[config.mk]
export PLATFORM = sky130hd
export DESIGN_NAME = flash_cmd_fsm
export DESIGN_NICKNAME = d
export VERILOG_FILES = /design/src/rtl/flash_cmd_fsm.sv
export SDC_FILE = /design/constraint.sdc
export NUM_CORES = 1
export LEC_CHECK = 0
export ABC_CLOCK_PERIOD_IN_PS = 2040
export BUFFER_PORTS_ARGS = -buffer_cell sky130_fd_sc_hd__buf_2
export CELL_PAD_IN_SITES_DETAIL_PLACEMENT = 2
export CELL_PAD_IN_SITES_GLOBAL_PLACEMENT = 2
export CORE_MARGIN = 2
export CORE_UTILIZATION = 31
export DETAILED_ROUTE_END_ITERATION = 6
export PLACE_DENSITY = 0.86
export SYNTH_ARGS = -nofsm -noshare
export SYNTH_HDL_FRONTEND = slang
export SYNTH_SLANG_ARGS = --single-unit
[constraint.sdc]
create_clock -name clk -period 2.04 [get_ports clk]
set_input_delay 0.204 -clock clk [delete_from_list [all_inputs] [get_ports clk]]
set_output_delay 0.204 -clock clk [all_outputs]
set_load 0.01 [all_outputs]
[src/rtl/flash_cmd_fsm.sv]
module flash_cmd_fsm #(
  parameter int ADDR_W = 12,
  parameter int DEPTH = 16,
  parameter int SECTORS = 4,
  parameter int ERASE_CYCLES = 40,
  parameter int TIMEOUT_CYCLES = 200,
  parameter bit BOTTOM_BOOT = 1'b0,
  parameter logic [SECTORS-1:0] PROT_MASK = 4'b0101
) (
  input  logic              clk,
  input  logic              rst_n,
  input  logic              word_mode,
  input  logic              wr_en,
  input  logic [ADDR_W-1:0] wr_addr,
  input  logic [15:0]       wr_data,
  input  logic              rd_en,
  input  logic [ADDR_W-1:0] rd_addr,
  input  logic              force_timeout,
  output logic [15:0]       rd_data
);
  localparam int IDX_W = $clog2(DEPTH);
  localparam int SEC_W = $clog2(SECTORS);
  localparam int END_CYC = (ERASE_CYCLES > 2*DEPTH) ? ERASE_CYCLES : 2*DEPTH;
  localparam int MAX_CYC = (END_CYC > TIMEOUT_CYCLES) ? END_CYC : TIMEOUT_CYCLES;
  localparam int CNT_W = $clog2(MAX_CYC + 1);
  localparam logic [CNT_W-1:0] END_LAST = CNT_W'(END_CYC - 1);
  localparam logic [CNT_W-1:0] TMO_LAST = CNT_W'(TIMEOUT_CYCLES - 1);
  localparam logic [15:0] DEV_CODE = BOTTOM_BOOT ? 16'h2258 : 16'h22D6;

  typedef enum logic [3:0] {
    S_READ = 4'd0, S_UNLK1 = 4'd1, S_UNLK2 = 4'd2, S_SETUP = 4'd3,
    S_UNLK3 = 4'd4, S_UNLK4 = 4'd5, S_ID = 4'd6, S_ERASE = 4'd7, S_FAIL = 4'd8
  } state_t;

  state_t st, nxt;
  logic [CNT_W-1:0] cyc;
  logic tog;
  logic [15:0] mem [DEPTH];

  wire [7:0] cmd   = wr_data[7:0];
  wire is_f0       = cmd == 8'hF0;
  wire at_555      = wr_addr[10:0] == 11'h555;
  wire at_2aa      = wr_addr[10:0] == 11'h2AA;
  wire unlock_a    = at_555 && cmd == 8'hAA;
  wire unlock_b    = at_2aa && cmd == 8'h55;
  wire busy        = st == S_ERASE || st == S_FAIL;

  always_comb begin
    nxt = st;
    if (is_f0) nxt = S_READ;
    else begin
      case (st)
        S_READ:  nxt = unlock_a ? S_UNLK1 : S_READ;
        S_ID:    nxt = unlock_a ? S_UNLK1 : S_ID;
        S_UNLK1: nxt = unlock_b ? S_UNLK2 : S_READ;
        S_UNLK2: nxt = (at_555 && cmd == 8'h90) ? S_ID :
                       (at_555 && cmd == 8'h80) ? S_SETUP : S_READ;
        S_SETUP: nxt = unlock_a ? S_UNLK3 : S_READ;
        S_UNLK3: nxt = unlock_b ? S_UNLK4 : S_READ;
        S_UNLK4: nxt = (at_555 && cmd == 8'h10) ? S_ERASE : S_READ;
        default: nxt = st;
      endcase
    end
  end

  always_ff @(posedge clk) begin
    if (!rst_n) begin
      st  <= S_READ;
      cyc <= '0;
      tog <= 1'b0;
      for (int i = 0; i < DEPTH; i++) mem[i] <= 16'h3C00 + 16'(i);
    end else begin
      case (st)
        S_ERASE: begin
          if (rd_en) tog <= ~tog;
          if (force_timeout) st <= S_FAIL;
          else begin
            if (cyc[CNT_W-1:IDX_W] == '0) mem[cyc[IDX_W-1:0]] <= 16'h0000;
            else if (cyc[CNT_W-1:IDX_W+1] == '0) mem[cyc[IDX_W-1:0]] <= 16'hFFFF;
            if (cyc == END_LAST) st <= S_READ;
            else if (cyc == TMO_LAST) st <= S_FAIL;
            else cyc <= cyc + 1'b1;
          end
        end
        S_FAIL: begin
          if (rd_en) tog <= ~tog;
          if (wr_en && is_f0) st <= S_READ;
        end
        default: begin
          if (wr_en) begin
            st <= nxt;
            if (nxt == S_ERASE) begin
              cyc <= '0;
              tog <= 1'b0;
            end
          end
        end
      endcase
    end
  end

  wire [IDX_W-1:0] idx = word_mode ? rd_addr[IDX_W-1:0] : rd_addr[IDX_W:1];
  wire [15:0] word_q   = mem[idx];
  wire [7:0]  byte_q   = rd_addr[0] ? word_q[15:8] : word_q[7:0];
  wire [SEC_W-1:0] sec = rd_addr[IDX_W-1 -: SEC_W];
  wire [15:0] id_q     = rd_addr[1] ? {15'd0, PROT_MASK[sec]} :
                         rd_addr[0] ? DEV_CODE : 16'h00C2;
  wire [15:0] status   = {8'h00, 1'b0, tog, st == S_FAIL, 5'b00000};

  assign rd_data = busy ? status :
                   (st == S_ID) ? (word_mode ? id_q : {8'h00, id_q[7:0]}) :
                   (word_mode ? word_q : {8'h00, byte_q});

  logic unused_bits;
  assign unused_bits = ^{wr_data[15:8], wr_addr[ADDR_W-1:11], rd_addr[ADDR_W-1:IDX_W+1]};
endmodule


# Word-level counts from Yosys, hierarchy flattened
# Memory sizes are Yosys's and may differ from the RTL's.
# Cells that the tools add are included.
# totals
regBits	13
ramBits	256
out_inout_bits	16
memories	1
# mem_list
name	depth	word_bits	read_ports	rd_clocked_by_memory_dff	wr	line_no	source
mem	16	16	1	0	16	38	logic [15:0] mem [DEPTH];
# op_classes
add_sub_neg	1
order_cmp	1
n_eq_ne	25
mux	52
bitwise_logic	3
n_reduce_logical	20
# op_table
op	n
2-to-1 mux 16 bit	5
2-to-1 mux 8 bit	6
2-to-1 mux 14 bit	3
equality test 8 bit, second input constant	5
2-to-1 mux 4 bit	8
one-hot mux 4 bit (7 select lines)	1
equality test 4 x 3 -> 1 bit, second input constant	5
2-to-1 mux 1 bit	19
one-hot mux 8 bit (2 select lines)	1
OR reduction 16 bit	1
2-to-1 mux 3 bit	5
equality test 11 x 10 -> 1 bit, second input constant	1
equality test 11 bit, second input constant	1
adder 8 x 1 -> 8 bit, second input constant	1
equality test 4 x 2 -> 1 bit, second input constant	2
equality test 8 x 5 -> 1 bit, second input constant	1
equality test 8 x 6 -> 1 bit, second input constant	1
equality test 8 x 7 -> 1 bit, second input constant	1
zero test 4 bit	2
one-hot mux 4 bit (2 select lines)	1
nonzero test 2 bit	4
logical AND 1 bit	6
!= test 2 bit, second input constant	3
AND reduction 3 bit	2
other kinds (14)	17

# Longest topological paths before layout
# depth
ltp_word	10
depth_mapped	9
ltp_nobuf	7

# Worst setup path after synthesis
# OpenSTA, ideal clock, no wires.
# synth_path
path_kind	input to output
startpoint	input port word_mode
endpoint	output port rd_data[14]
arrival_ns	1.950
required_time_ns	1.836
slack_ns	-0.114
cell_stages	8
path_cell_list	buf_6 > mux2i_4 > mux2i_1 > mux2_2 > a221oi_2 > a21oi_2 > nor2_1 > buf_4
# synth_via
elab_chain_len	5
# synth_lines
item	line_no	source
start, declared	12	input logic word_mode,
2-to-1 mux 4 bit	102	wire [IDX_W-1:0] idx = word_mode ? rd_addr[IDX_W-1:0] : rd_addr[IDX_W:1];
memory (16 x 16 bit)	-	
2-to-1 mux 16 bit *	112	(word_mode ? word_q : {8'h00, byte_q});
2-to-1 mux 16 bit *	111	(st == S_ID) ? (word_mode ? id_q : {8'h00, id_q[7:0]}) :
2-to-1 mux 16 bit *	110	assign rd_data = busy ? status :
end, declared	19	output logic [15:0] rd_data
# Mark *: on every way between the ends. The rest lies on a longest branch, timed or not.

==> run metrics <==
Final Worst Setup Slack=-0.699 ns; Die Span X=approximately 110 microns; Synth Area in Simple Gates=0.273; Least-Margin Pin Slew=between 0.7 and 0.8 ns; synth-to-layout area growth=55.8%; largest family of logic cells by synthesized area=simple AND/OR/NAND/NOR gates; Core Util, Final=0.498; Area contributors post-synth=edfxtp_1, dfxtp_1, nand2_1; r2r startpoint=st[3]; synth cell count leaders=nand2_1, nor2_1, edfxtp_1, o21ai_0, mux2i_1; Worst Hold End=tog; initial antenna violation count=1; failing checks=setup timing; share of cells above drive strength 1=0.528; global-route wire length before repair=29200 microns; CP Launch Point=mem[11][14]; Worst Setup End Kind=output port; standby leakage power=~2.0 nW; Final #Nets=roughly 590; Netlist cell types=68; DR iter-0 viols=slightly below 400; Most used DFF post-synth=edfxtp_1; RSZ-0062 raised after global routing=true; Sequential Power Share=0.398; grt ovf=0; Tmin final=2.74 ns; Pwr per Cell Area=476 nW/um^2; Clock power frac=0.295; Via density=around 6.4; switching pwr=approximately 0.86 mW; Synth top area share=0.276; H-tree level count=2; Worst EP arrival=around 2.5 ns; Clock Tree Root=clkbuf_8; Detail Route Antenna Nets=0; Max FO, Critical Path=3; top cell type by total area after synthesis=edfxtp_1; Hold Crit Class=in2reg; Yosys reg bits=45; Synth Area in Compound Gates=0.191; Clock transition at path regs=around 0.090 ns; vias in the first global route=around 4600; Die Y=between 100 and 150 microns; adder-cell area share of the yosys netlist=0.0144; finished layout cell area=~5400 sq um; placed cells=roughly 640; Crit Path Class=reg2out; Final GP Congestion=roughly 0.89; count leader, synth=nand2_1; Hold Startpoint=rd_en; r2r endpoint=mem[2][13]; Hold Vio Cnt, Final=0; Register-to-Register Path Depth=8; number of CTS-inserted buffers=5; CP startpoint kind=flop; # setup viols final=between 50 and 60; Peak Freq=around 370 MHz; Setup WS pre-CTS=-0.479 ns; CTS tree=done; part of the Yosys area used for sequential elements=0.351; clock latency on the worst-skew pair=0.35 ns; Yosys warning count=0; CTS Sinks=45; syn_area_per_cell=8.83 sq um; die area=~12000 sq um; power consumption=2.58 mW; EDFF count, synth=32; Max-cap violations=0; Post-Syn Nets=around 440; Post-Synth XOR/XNOR Area=0.00503; Hold Crit Depth=4; Port Buffers=45; Post-Syn Area=about 3500 sq um; Logic pwr share=0.307; asr flop ratio synth=0; dpl hpwl=~13000 microns; via count=between 4000 and 5000; Initial Util=0.320; Internal Power=between 1.5 and 2 mW; DP Area=between 4000 and 5000 sq um; relative slew slack=0.496; DR WL/cell=between 30 and 40 microns; DR DRC count=0; final std cells w/o fill=a little under 700; Gate Count Post-Synth=just under 400; Worst EP required=1.84 ns; num ports=62; Setup Skew=around 0.023 ns; fin. max-slew vios=0; row cnt=38; mux cell area share after synthesis=0.124; Detailed Route WL=22700 microns; flop-to-flop setup slack=-0.17 ns; core box area=~11000 sq um; Longest Clk Path Bufs=2; Sw Ratio=0.335; GRT Total Usage=0.336; status=finished, violations left; Tcrit/Tclk final=1.34; drt first pass iters=5; Max VDD drop=roughly 450 uV; largest net degree at the start of global routing=28
-- cells by family after synthesis --
family | count (synthesis)
simple gates | 178
compound gates | 98
flops | 45
mux | 36
buf+inv | 31
fa+ha+maj | 4
xor+xnor | 2
-- routing by layer --
layer	track usage	share of wire	vias up
met2	0.587	0.49	259
li1	-	-	1776
met3	0.0587	0.064	121
met1	0.383	0.37	2219
met5	0	0	-
met4	0.198	0.071	0
-- how the worst max path moves through the flow --
stage | endpoint | cells past startpoint | slack (ns)
after global placement | rd_data[0] | 10 | -0.24
final | rd_data[0] | 9 | -0.70
after CTS | rd_data[0] | 7 | -0.42
after global routing | rd_data[0] | 9 | -0.71
after floorplan | rd_data[0] | 7 | -0.008
after detailed placement | rd_data[0] | 8 | -0.48
-- critical path: stages (launching register included) --
cell and delay, ns:
edfxtp_1 0.46, mux2i_1 0.14, o2bb2ai_2 0.18, a222oi_1 0.12
buf_4 0.17, a221oi_4 0.46, a21oi_4 0.07, buf_4 0.18
o31ai_4 0.25, buf_2 0.17
-- timing repair --
action                                  4_1_cts  5_1_grt
resized for setup                            68       89
hold buffers                                  0        0
endpoints found under the setup margin       77       65
pin swaps                                    26       21
setup buffers                                13       21
-- sequential cells by signal, summed over array words and instances, names as in the netlist --
signal and cells:
mem 32, cyc 8, tog 1, st 4
-- cells in the final DEF (no fill, tap or decap), types with 5 or more instances in the layout --
cell type | Yosys | layout
o21ai_2 | 0 | 8
nand2_1 | 52 | 48
o21ai_1 | 3 | 6
nand2b_1 | 11 | 7
inv_1 | 9 | 9
dfxtp_1 | 13 | 7
nor3b_1 | 10 | 5
a21oi_1 | 16 | 6
nor2_2 | 0 | 5
mux2i_1 | 18 | 17
edfxtp_1 | 32 | 32
nor3_1 | 7 | 6
nand3_1 | 11 | 7
a21oi_2 | 1 | 8
buf_2 | 6 | 39
o21ai_0 | 26 | 11
nor2_1 | 43 | 34
mux2_2 | 14 | 11
o31ai_2 | 1 | 5
buf_4 | 4 | 97
nand4_1 | 6 | 6
clkbuf_8 | 0 | 5
buf_6 | 1 | 19
-- final cells by class --
class,count,area (sq um)
fillers,1118,5470
multi-input cells,318,2700
flip-flops and latches,45,1230
repair buffers,156,1160
well taps,140,175
clock buffers,6,72.6
clock inverters,2,38.8
inverters,9,33.8
diodes,3,7.51
-- power groups by stage --
stage	combinational (mW)	clock [mW]	sequential, mW
2_1_floorplan	0.294	0	1.03
3_3_place_gp	0.500	0	1.04
3_5_place_dp	0.548	0	1.04
4_1_cts	0.648	0.715	1.02
5_1_grt	0.821	0.789	1.03
6_report	0.792	0.760	1.03
-- per-stage QoR --
step	setup TNS [ns]	hold slack [ns]
5_1_grt	-13.37	0.350
3_3_place_gp	-2.59	0.553
4_1_cts	-5.20	0.289
3_5_place_dp	-11.79	0.603
6_report	-11.78	0.321
2_1_floorplan	-0.00844	0.453
No activity file was read; power rests on OpenSTA's default activity.
